`src/rtl/irqc_pkg.sv`:
```
// Package: shared constants for the banked interrupt controller.
// Assumes an 8-bit byte address bus and word-aligned register offsets.
package irqc_pkg;
    localparam int unsigned DATA_W = 32;
    localparam int unsigned ADDR_W = 8;
    localparam int unsigned WORD_W = ADDR_W - 2;

    typedef logic [WORD_W-1:0] word_t;

    // Per-bank register slots, added to the bank base word
    localparam word_t SLOT_IRQV  = 6'd0;
    localparam word_t SLOT_MASK  = 6'd1;
    localparam word_t SLOT_STEER = 6'd2;
    localparam word_t SLOT_FIQV  = 6'd3;
    localparam word_t SLOT_RAW   = 6'd4;

    localparam word_t BANK0_BASE = 6'd0;   // byte 0x00
    localparam word_t BANK1_BASE = 6'd39;  // byte 0x9C
    localparam word_t W_IDLE     = 6'd5;   // byte 0x14
    localparam word_t W_HP       = 6'd6;   // byte 0x18
    localparam word_t W_PRIO_LO  = 6'd7;   // byte 0x1C, entries 0..31
    localparam word_t W_PRIO_LO_END = 6'd38;
    localparam word_t W_PRIO_HI  = 6'd44;  // byte 0xB0, entries 32..39
    localparam word_t W_PRIO_HI_END = 6'd51;
    localparam word_t PRIO_HI_SHIFT = 6'd12; // word - 12 = entry index

    localparam logic [DATA_W-1:0] PRIO_KEEP = 32'h8000_003F;

    // Word index of a bank slot
    function automatic word_t bank_word(input int b, input word_t slot);
        return ((b == 0) ? BANK0_BASE : BANK1_BASE) + slot;
    endfunction
endpackage

```
`src/rtl/irqc_bank.sv`:
```
// Module: one 32-bit source bank (pending, mask, steering) with class views.
// Assumes src is already aligned to this bank; unused bits are tied low.
module irqc_bank #(
    parameter int unsigned BANK_W = 32
) (
    input  logic              clk,
    input  logic              rst_n,
    input  logic [BANK_W-1:0] src,
    input  logic              mask_we,
    input  logic              steer_we,
    input  logic [BANK_W-1:0] wdata,
    output logic [BANK_W-1:0] pend,
    output logic [BANK_W-1:0] mask,
    output logic [BANK_W-1:0] steer,
    output logic [BANK_W-1:0] irq_view,
    output logic [BANK_W-1:0] fiq_view
);
    logic [BANK_W-1:0] pend_q, mask_q, steer_q;

    // Pending bits sample the source levels each cycle
    always_ff @(posedge clk) begin
        if (!rst_n) pend_q <= '0;
        else        pend_q <= src;
    end

    // Mask and steering registers take full-width writes
    always_ff @(posedge clk) begin
        if (!rst_n) begin
            mask_q  <= '0;
            steer_q <= '0;
        end else begin
            if (mask_we)  mask_q  <= wdata;
            if (steer_we) steer_q <= wdata;
        end
    end

    // Class views of the enabled pending sources
    always_comb begin
        irq_view = pend_q & mask_q & ~steer_q;
        fiq_view = pend_q & mask_q & steer_q;
    end

    assign pend  = pend_q;
    assign mask  = mask_q;
    assign steer = steer_q;

    p_pend_follow_r1: assert property (@(posedge clk) disable iff (!rst_n)
        $past(rst_n) |-> pend_q == $past(src));
    p_mask_write_r3: assert property (@(posedge clk) disable iff (!rst_n)
        mask_we |=> mask_q == $past(wdata));
    p_mask_hold_r3: assert property (@(posedge clk) disable iff (!rst_n)
        !mask_we |=> $stable(mask_q));
    p_steer_hold_r3: assert property (@(posedge clk) disable iff (!rst_n)
        !steer_we |=> $stable(steer_q));
endmodule

```
`src/rtl/irqc_prio_file.sv`:
```
// Module: priority register file; each entry keeps a valid flag and a source id.
// Assumes the caller only raises we with an in-range index.
module irqc_prio_file #(
    parameter int unsigned NUM   = 40,
    parameter int unsigned IDX_W = 6
) (
    input  logic                      clk,
    input  logic                      rst_n,
    input  logic                      we,
    input  logic [IDX_W-1:0]          wr_idx,
    input  logic [irqc_pkg::DATA_W-1:0] wdata,
    input  logic [IDX_W-1:0]          rd_idx,
    output logic [irqc_pkg::DATA_W-1:0] rd_data
);
    import irqc_pkg::*;

    logic [DATA_W-1:0] prio_q [NUM];

    // Per-entry storage with field filtering on write
    for (genvar k = 0; k < NUM; k++) begin : g_entry
        always_ff @(posedge clk) begin
            if (!rst_n)                                  prio_q[k] <= '0;
            else if (we && wr_idx == IDX_W'(k))          prio_q[k] <= wdata & PRIO_KEEP;
        end
    end

    // Read selection, zero for an index beyond the file
    always_comb begin
        rd_data = '0;
        for (int k = 0; k < NUM; k++)
            if (rd_idx == IDX_W'(k)) rd_data = prio_q[k];
    end

    p_prio_write_r8: assert property (@(posedge clk) disable iff (!rst_n)
        (we && wr_idx < IDX_W'(NUM)) |=> prio_q[$past(wr_idx)] == ($past(wdata) & PRIO_KEEP));
endmodule

```
`src/rtl/irqc_banked_regs.sv`:
```
// Module: top of the banked interrupt controller. It decodes the register bus,
// registers read data, holds the idle bit and drives the fiq/irq/wake lines.
// Assumes a single-cycle bus: one access per cycle while bus_sel_i is high.
module irqc_banked_regs #(
    parameter int unsigned NUM_SRC = 40,
    parameter int unsigned BANK_W  = 32
) (
    input  logic        clk,
    input  logic        rst_n,
    input  logic [39:0] src_i,
    input  logic        halt_i,
    input  logic [31:0] hp_word_i,
    input  logic        bus_sel_i,
    input  logic        bus_we_i,
    input  logic [7:0]  bus_addr_i,
    input  logic [31:0] bus_wdata_i,
    output logic [31:0] bus_rdata_o,
    output logic        fiq_o,
    output logic        irq_o,
    output logic        wake_o
);
    import irqc_pkg::*;

    localparam int unsigned NBANK  = (NUM_SRC + BANK_W - 1) / BANK_W;
    localparam int unsigned PAD_W  = NBANK * BANK_W;
    localparam int unsigned PIDX_W = $clog2(NUM_SRC);

    logic                          bus_wr, bus_rd, aligned;
    word_t                         word;
    logic [PAD_W-1:0]              src_pad;
    logic [NBANK-1:0]              mask_we, steer_we;
    logic [NBANK-1:0][BANK_W-1:0]  pend_b, mask_b, steer_b, irqv_b, fiqv_b;
    logic                          idle_q;
    logic                          prio_hit;
    logic [PIDX_W-1:0]             prio_idx;
    logic [DATA_W-1:0]             prio_rd;
    logic [DATA_W-1:0]             rd_next;
    logic                          rd_hit;
    logic [BANK_W-1:0]             wake_any;

    // Bus qualifiers and word index
    always_comb begin
        bus_wr  = bus_sel_i && bus_we_i;
        bus_rd  = bus_sel_i && !bus_we_i;
        aligned = (bus_addr_i[1:0] == 2'b00);
        word    = bus_addr_i[ADDR_W-1:2];
    end

    // Spread sources over the banks, padding the top bank with zeros
    always_comb begin
        src_pad = '0;
        src_pad[NUM_SRC-1:0] = src_i;
    end

    // Priority register index decode for both address windows
    always_comb begin
        prio_hit = 1'b0;
        prio_idx = '0;
        if (aligned && word >= W_PRIO_LO && word <= W_PRIO_LO_END) begin
            prio_hit = 1'b1;
            prio_idx = PIDX_W'(word - W_PRIO_LO);
        end else if (aligned && word >= W_PRIO_HI && word <= W_PRIO_HI_END) begin
            prio_hit = 1'b1;
            prio_idx = PIDX_W'(word - PRIO_HI_SHIFT);
        end
    end

    for (genvar b = 0; b < NBANK; b++) begin : g_bank
        // Per-bank write strobes
        always_comb begin
            mask_we[b]  = bus_wr && aligned && word == bank_word(b, SLOT_MASK);
            steer_we[b] = bus_wr && aligned && word == bank_word(b, SLOT_STEER);
        end

        irqc_bank #(.BANK_W(BANK_W)) u_bank (
            .clk      (clk),
            .rst_n    (rst_n),
            .src      (src_pad[b*BANK_W +: BANK_W]),
            .mask_we  (mask_we[b]),
            .steer_we (steer_we[b]),
            .wdata    (bus_wdata_i),
            .pend     (pend_b[b]),
            .mask     (mask_b[b]),
            .steer    (steer_b[b]),
            .irq_view (irqv_b[b]),
            .fiq_view (fiqv_b[b])
        );
    end

    irqc_prio_file #(.NUM(NUM_SRC), .IDX_W(PIDX_W)) u_prio (
        .clk     (clk),
        .rst_n   (rst_n),
        .we      (bus_wr && prio_hit),
        .wr_idx  (prio_idx),
        .wdata   (bus_wdata_i),
        .rd_idx  (prio_idx),
        .rd_data (prio_rd)
    );

    // Idle control bit: 1 restricts wake-up to unmasked sources
    always_ff @(posedge clk) begin
        if (!rst_n)                                  idle_q <= 1'b0;
        else if (bus_wr && aligned && word == W_IDLE) idle_q <= bus_wdata_i[0];
    end

    // Read multiplexer over the whole map
    always_comb begin
        rd_next = '0;
        rd_hit  = 1'b1;
        if (!aligned)              rd_hit = 1'b0;
        else if (prio_hit)         rd_next = prio_rd;
        else if (word == W_IDLE)   rd_next = {{(DATA_W-1){1'b0}}, idle_q};
        else if (word == W_HP)     rd_next = hp_word_i;
        else begin
            rd_hit = 1'b0;
            for (int b = 0; b < NBANK; b++) begin
                if (word == bank_word(b, SLOT_IRQV))  begin rd_next = irqv_b[b];  rd_hit = 1'b1; end
                if (word == bank_word(b, SLOT_MASK))  begin rd_next = mask_b[b];  rd_hit = 1'b1; end
                if (word == bank_word(b, SLOT_STEER)) begin rd_next = steer_b[b]; rd_hit = 1'b1; end
                if (word == bank_word(b, SLOT_FIQV))  begin rd_next = fiqv_b[b];  rd_hit = 1'b1; end
                if (word == bank_word(b, SLOT_RAW))   begin rd_next = pend_b[b];  rd_hit = 1'b1; end
            end
        end
    end

    // Read data register, updated only on reads
    always_ff @(posedge clk) begin
        if (!rst_n)      bus_rdata_o <= '0;
        else if (bus_rd) bus_rdata_o <= rd_next;
    end

    // Interrupt and wake-up outputs from the bank state
    always_comb begin
        fiq_o    = 1'b0;
        irq_o    = 1'b0;
        wake_any = '0;
        for (int b = 0; b < NBANK; b++) begin
            fiq_o    = fiq_o | (|fiqv_b[b]);
            irq_o    = irq_o | (|irqv_b[b]);
            wake_any = wake_any | (pend_b[b] & (mask_b[b] | {BANK_W{~idle_q}}));
        end
        wake_o = halt_i && (|wake_any);
    end

    p_wake_halt_r7: assert property (@(posedge clk) disable iff (!rst_n)
        !halt_i |-> !wake_o);
    p_fiq_source_r5: assert property (@(posedge clk) disable iff (!rst_n)
        fiq_o |-> (|(pend_b & mask_b & steer_b)));
    p_unmapped_zero_r10: assert property (@(posedge clk) disable iff (!rst_n)
        (bus_rd && !rd_hit) |=> bus_rdata_o == '0);
    p_rdata_hold_r11: assert property (@(posedge clk) disable iff (!rst_n)
        (!bus_rd && $past(rst_n)) |=> $stable(bus_rdata_o));
    p_idle_read_r6: assert property (@(posedge clk) disable iff (!rst_n)
        (bus_rd && aligned && word == W_IDLE) |=> bus_rdata_o == {31'b0, $past(idle_q)});
endmodule

```
`config.mk`:
```
export PLATFORM = sky130hd
export DESIGN_NAME = irqc_banked_regs
export DESIGN_NICKNAME = d
export VERILOG_FILES = /design/src/rtl/irqc_pkg.sv /design/src/rtl/irqc_bank.sv /design/src/rtl/irqc_prio_file.sv /design/src/rtl/irqc_banked_regs.sv
export SDC_FILE = /design/constraint.sdc
export NUM_CORES = 1
export LEC_CHECK = 0
export BUFFER_PORTS_ARGS = -buffer_cell sky130_fd_sc_hd__buf_4
export CORE_ASPECT_RATIO = 0.5
export CORE_MARGIN = 1.5
export CORE_UTILIZATION = 58
export CTS_CLUSTER_SIZE = 25
export DETAILED_ROUTE_END_ITERATION = 10
export PLACE_DENSITY = 0.78
export SLEW_MARGIN = 0
export SYNTH_ARGS = -nofsm -noshare
export SYNTH_HDL_FRONTEND = slang
export SYNTH_HIERARCHICAL = 1
export SYNTH_SLANG_ARGS = --single-unit
```
`constraint.sdc`:
```
create_clock -name clk -period 10.14 [get_ports clk]
set_clock_uncertainty 0.1 [all_clocks]
set_input_delay 1.014 -clock clk [delete_from_list [all_inputs] [get_ports clk]]
set_output_delay 1.014 -clock clk [all_outputs]
set_load 0.02 [all_outputs]
```
==> metrics, run 1 <==
initial drt markers=4,311; Final Hold Fails=0; Setup CP Type=input pin to flip-flop; PD cells=149.2 nW/um^2; worst path required time=10,570 ps; Die ar.=51,020 sq um; fin util=64.00%; FP Rows=57; mux contribution to synthesized area=7.272%; Reg power frac=49.4%; Reg area=12,910 sq um; Final ANT Viol Nets=0; Pre-Repair DR Iteration Count=8; routed wire length=103,900 microns; CP peak stage delay=700 ps; largest family of logic cells by synthesized area=simple AND/OR/NAND/NOR gates; combinational share of power=9.7%; worst skew pair latency=610 ps; Mean Syn Cell Area=9.653 sq um; PortBufs=151; clock sinks=505; I/O pin count=152; cell mode on critical path=buf_4; RePlAce Congestion=1.043; cts hold-fix bufs=0; Clk network pwr share=40.9%; layout cells sized above 1=11.39%; Cell Area, Synth=28,770 sq um; fmax=159.0 MHz; max cap viols=0; Post-Synth Simple-Gate Area=24.69%; setup bufs post-CTS=0; sequential area share after synthesis=44.89%; antenna violations before repair=6; fillers=3,963; Synth Area in Compound Gates=16.26%; Post-Synth XOR/XNOR Area=0.03045%; max-slew violation count=0; Worst R2R Path Depth=10; Post-synth EDFFs=280; status=finished, final reports clean; Clock transition at path regs=70 ps; Sw Ratio=26.03%; Net Switching=1.211 mW; RSZ-0062 raised after global routing=false; asr flop ratio synth=0%; worst slew pin tran=1436 ps; routed vias=25,360; Avg WL per Cell=28.18 microns; Die X=318.0 microns; Resized Gates After CTS=0; TNS Setup=0 ps; Synth Flop Type=edfxtp_1; Yosys cell types=113; die height=160.5 microns; vias per cell=6.878; area delta synth->final=8.377%; gr usage total=39.66%; Synth Warn #=6; Initial Util=59.06%; final setup vio count=0; relative slew slack=3.916%; CTS H-tree depth=2; total gr overflow=0; nets@finish=3,126; Synth Area in Adders=0.3480%; Placeable Area=48,710 sq um; TritonCTS Buffers=46; hold depth=2; period utilization=62.03%; Final Critical Period=6290 ps; Worst Setup Start Kind=input pin; area of the multi-input gates=14,260 sq um; maximum vdd drop=138.3 uV; global-route wire length before repair=152,500 microns; Hold WC Path Type=flip-flop to flip-flop; post-DP HPWL=69,850 microns; largest net degree at the start of global routing=108; CP Max Fanout=107; Syn Inst Count=2,980; P_int=3.441 mW; CTS root buf=clkbuf_16; vias in the first global route=23,120; # DRC=0; CP arrival=6720 ps; CTS Buffer Depth=3; CP Capture Type=flip-flop; FF+latch count, synth=505; leakage power=10.82 nW; cell chain of the critical path=buf_4 > ha_2 > buf_4 > a21o_1 > o31ai_2 > nor2_1 > nor2_1 > mux2_8 > buf_4 > inv_1 > buf_4 > a2111oi_0 > a221oi_1 > o2111ai_1 > a31oi_1 > a21oi_1 > a21oi_1 > nand2_1 > a21oi_1; Slowest-stage cell, CP=nor2_1; CTS tree=done
stage by stage:
stage | power, mW | cell area (sq um) | cells | hold slack [ps] | worst slack [ps]
after detailed placement | 2.764 | 29560 | 3602 | 446.3 | 3433
final | 4.651 | 31180 | 3687 | 456.0 | 3850
after global routing | 4.759 | 31170 | 3686 | 473.2 | 3598
after CTS | 4.631 | 31170 | 3686 | 456.3 | 4050
after global placement | 2.763 | 29560 | 3602 | 422.0 | 3567
after floorplan | 2.581 | 28940 | 3027 | 410.2 | 5530
registers in the layout (all words and copies together), names as in the netlist:
name	count
idle_q	1
g_bank.u_bank/steer	64
bus_rdata_o	32
g_bank.u_bank/mask	64
g_bank.u_bank/pend	64
u_prio/prio_q	280
power by group through the flow:
stage | logic [mW] | registers [mW] | clock network (mW)
finish | 0.451 | 2.30 | 1.90
global route | 0.468 | 2.30 | 1.99
global placement | 0.426 | 2.34 | 0
floorplan | 0.283 | 2.30 | 0
detailed placement | 0.429 | 2.33 | 0
CTS | 0.431 | 2.29 | 1.91
worst max-delay path: cells and delay by family:
family,cells,cell delay [ps]
AND/OR/NAND/NOR,3,1010
adder cells (fa/ha/maj),1,170
buffers and inverters,5,1820
AO/OA/AOI/OAI,9,1960
multiplexers,1,600
layout by cell type, fill, tap and decap left out, types with 46 or more instances in the layout:
cell type  count
a21oi_1      192
a22oi_1       50
and2_1       368
and3_1        75
buf_4        185
clkbuf_16     48
conb_1        49
dfxtp_1      225
edfxtp_1     280
inv_1         46
mux2i_1      164
nand2_1      192
nor2_1       204
nor2b_1      142
nor4_1        62
o21ai_0      131
o22ai_1       62
worst paths after layout:
kind                                   from                        end  slack [ps]
setup / recovery              bus_addr_i[2]             bus_rdata_o[0]        3850
hold / removal    g_bank[0].u_bank/steer[9]  g_bank[0].u_bank/steer[9]         460
setup reg to reg       u_prio/prio_q[0][28]             bus_rdata_o[0]        7570
hold reg to reg   g_bank[0].u_bank/steer[9]  g_bank[0].u_bank/steer[9]         460
cell type report:
class / count / area share (%)
Multi-Input combinational cell: 2216 / 45.75
Timing Repair Buffer: 186 / 4.491
Clock buffer: 59 / 4.146
Antenna cell: 1 / 0.008027
Sequential cell: 505 / 41.42
Clock inverter: 25 / 1.027
Inverter: 46 / 0.5538
Tap cell: 649 / 2.605
kinds of logic after synthesis:
group,Yosys count
flip-flops,505
multiplexers,192
XOR/XNOR,1
AO/OA/AOI/OAI,706
AND/OR/NAND/NOR,1260
other,2
buffers and inverters,306
adder cells (fa/ha/maj),8
Yosys cell counts, types with 62 or more instances:
cell / n / area share (%)
nor2_1: 204 / 2.7
o22ai_1: 62 / 1.3
and2_1: 369 / 8.0
mux2i_1: 164 / 5.7
nor4_1: 63 / 1.4
dfxtp_1: 225 / 16
buf_2: 80 / 1.4
a21oi_1: 195 / 3.4
edfxtp_1: 280 / 29
nor2b_1: 142 / 3.1
and3_1: 77 / 1.7
nand2_1: 192 / 2.5
clkbuf_1: 82 / 1.1
o21ai_0: 131 / 2.3
routing by layer:
layer / up-vias / part of all wire [%] / track usage [%]
li1: 10920 / - / -
met1: 11970 / 39 / 53.93
met2: 2037 / 41 / 58.19
met3: 425 / 14 / 11.37
met4: 8 / 5.8 / 19.38
met5: - / 0.075 / 0
No activity file was read; power rests on OpenSTA's default activity.
==> inputs of run 2 (changes only) <==
clock period = 6.35 ns   (was 10.14 ns; I/O delays follow)
==> metrics, run 2 (synthesis results as in run 1) <==
I/O pin count=152 (unchanged); leakage power=10.91 nW (+0.84%); Design Power=7.271 mW (+56%); commonest non-fill, non-tap cell in the layout=and2_1; routed wire length=108,800 microns (+4.7%); CP arrival=5740 ps (-980 ps); Worst Setup Start Kind=input pin; RSZ-0062 raised after global routing=false; gr usage total=41.67% (+2.0 points); Reg power frac=50.3% (+0.9 points); CTS tree=done; CTS H-tree depth=2 (unchanged); Crit path depth=20 (+1); TNS Setup=0 ps (unchanged); final design area excluding fillers=31,310 sq um (+0.44%); layout cells sized above 1=11.90% (+0.51 points); Initial Util=59.06% (unchanged); total gr overflow=0 (unchanged); post-DP HPWL=74,120 microns (+6.1%); Resized Gates After CTS=0 (unchanged); # DRC=0 (unchanged); TritonCTS Buffers=45 (-2.2%); delay-heaviest family, CP=compound AO/OA/AOI/OAI gates; Sw Ratio=26.24% (+0.21 points); Clock transition at path regs=70 ps (about the same); worst path required time=6790 ps (-3780 ps); max-slew violation count=0 (unchanged); global-route wire length before repair=158,800 microns (+4.1%); CP Capture Type=flip-flop; Die ar.=51,020 sq um (unchanged); vias per cell=6.843 (-0.51%); period utilization=83.43%; cell mode on critical path=buf_4; maximum vdd drop=226.1 uV (+63%); Worst R2R Path Depth=9 (-1); Hold WC Path Type=input pin to flip-flop; Final ANT Viol Nets=0 (unchanged); Most flops, register=u_prio/prio_q; max cap viols=0 (unchanged); max FFs per register=280 (unchanged); final setup vio count=0 (unchanged); Avg WL per Cell=29.24 microns (+3.8%); Clk network pwr share=39.4% (-1.5 points); FP Rows=57 (unchanged); Net Switching=1.908 mW (+58%); status=finished, final reports clean; worst slew pin tran=1259 ps (-176.9 ps); antenna violations before repair=6 (unchanged); Die X=318.0 microns (unchanged); initial drt markers=4,103 (-4.8%); PortBufs=151 (unchanged); Slowest-stage cell, CP=nand4bb_1; CTS Buffer Depth=3 (unchanged); Buf/Inv on CP=4 (-1); vias in the first global route=23,640 (+2.2%); hold depth=2 (unchanged); combinational share of power=10.3% (+0.6 points); largest net degree at the start of global routing=98 (-9.3%); Pre-Repair DR Iteration Count=9 (+1); fmax=188.8 MHz; routed vias=25,450 (+0.35%); Final Hold Fails=0 (unchanged); nets@finish=3,156 (+0.96%); PD cells=232.2 nW/um^2 (+56%); CP Max Fanout=16 (-85%); cell chain of the critical path=buf_4 > inv_1 > ha_1 > a21oi_1 > a211oi_4 > nor2_1 > buf_4 > nor2_1 > a22oi_1 > a21oi_2 > buf_4 > nand4bb_1 > nor3_1 > a31oi_1 > a21oi_1 > o21ai_0 > a41oi_1 > mux2i_1 > o21ai_0 > o21bai_1; setup bufs post-CTS=0 (unchanged); clock sinks=505 (unchanged); area delta synth->final=8.856%; worst skew pair latency=610 ps (about the same); cts hold-fix bufs=0 (unchanged); P_int=5.363 mW (+56%); most frequent cells in the layout=and2_1, edfxtp_1, dfxtp_1, buf_4, nor2_1; Placeable Area=48,710 sq um (unchanged); Placed Area=29,820 sq um (+0.88%); CTS root buf=clkbuf_16; relative slew slack=15.62% (+12 points); fillers=3,942 (-0.53%); Setup CP Type=input pin to flip-flop; die height=160.5 microns (unchanged); CP peak stage delay=700 ps (about the same); Final Critical Period=5298 ps; RePlAce Congestion=1.018 (-2.4%)
==> run 2: path summary, 6_finish.rpt <==
| path | slack (ps) | startpoint | end |
|---|---|---|---|
| worst min-delay path | 130 | src_i[26] | g_bank[0].u_bank/pend[26] |
| worst min register to register | 460 | g_bank[1].u_bank/steer[10] | g_bank[1].u_bank/steer[10] |
| worst max register to register | 3820 | u_prio/prio_q[1][44] | bus_rdata_o[2] |
| worst max-delay path | 1050 | bus_addr_i[5] | bus_rdata_o[2] |
==> run 2: layer usage <==
| layer | up-vias | wire length (microns) | GRT usage [%] |
|---|---|---|---|
| li1 | 10970 | - | - |
| met1 | 12140 | 42740 | 56.95 |
| met2 | 1929 | 45870 | 61.30 |
| met3 | 408 | 14210 | 11.69 |
| met4 | 4 | 5900 | 19.73 |
| met5 | - | 33 | 0 |
==> run 2: stage by stage <==
step                std cells  setup slack, ps  hold WS (ps)  util (%)
detailed placement       3633            611.2         441.5     61.22
global placement         3633            848.5         434.5     61.22
CTS                      3716             1246         117.8     64.27
global route             3716            755.8         137.9     64.27
finish                   3719             1052         128.5     64.29
floorplan                3027             2119         410.2         -
==> run 2: worst register-to-register path: stages, from the launching register on <==
cell and delay [ps]:
edfxtp_1 420, and3b_1 180, a21oi_1 220, a2bb2oi_1 230, nand3_1 100, o21ai_0 500, a41oi_1 210, mux2i_1 170
o21ai_0 110, o21bai_1 200
==> run 2: final cells by class <==
| class | count | area [sq um] | share of cell area, % |
|---|---|---|---|
| repair buffers | 217 | 1658 | 5.294 |
| clock inverters | 19 | 226.5 | 0.7232 |
| diodes | 3 | 7.507 | 0.02397 |
| inverters | 46 | 172.7 | 0.5514 |
| multi-input cells | 2216 | 14270 | 45.56 |
| clock buffers | 64 | 1259 | 4.020 |
| flip-flops and latches | 505 | 12910 | 41.24 |
| well taps | 649 | 812.0 | 2.593 |
==> run 2: power groups by stage <==
stage	clock network (mW)	registers (mW)	logic [mW]
6_report	2.86	3.66	0.750
5_1_grt	3.01	3.66	0.779
4_1_cts	2.88	3.65	0.722
3_5_place_dp	0	3.72	0.718
3_3_place_gp	0	3.72	0.713
2_1_floorplan	0	3.67	0.453
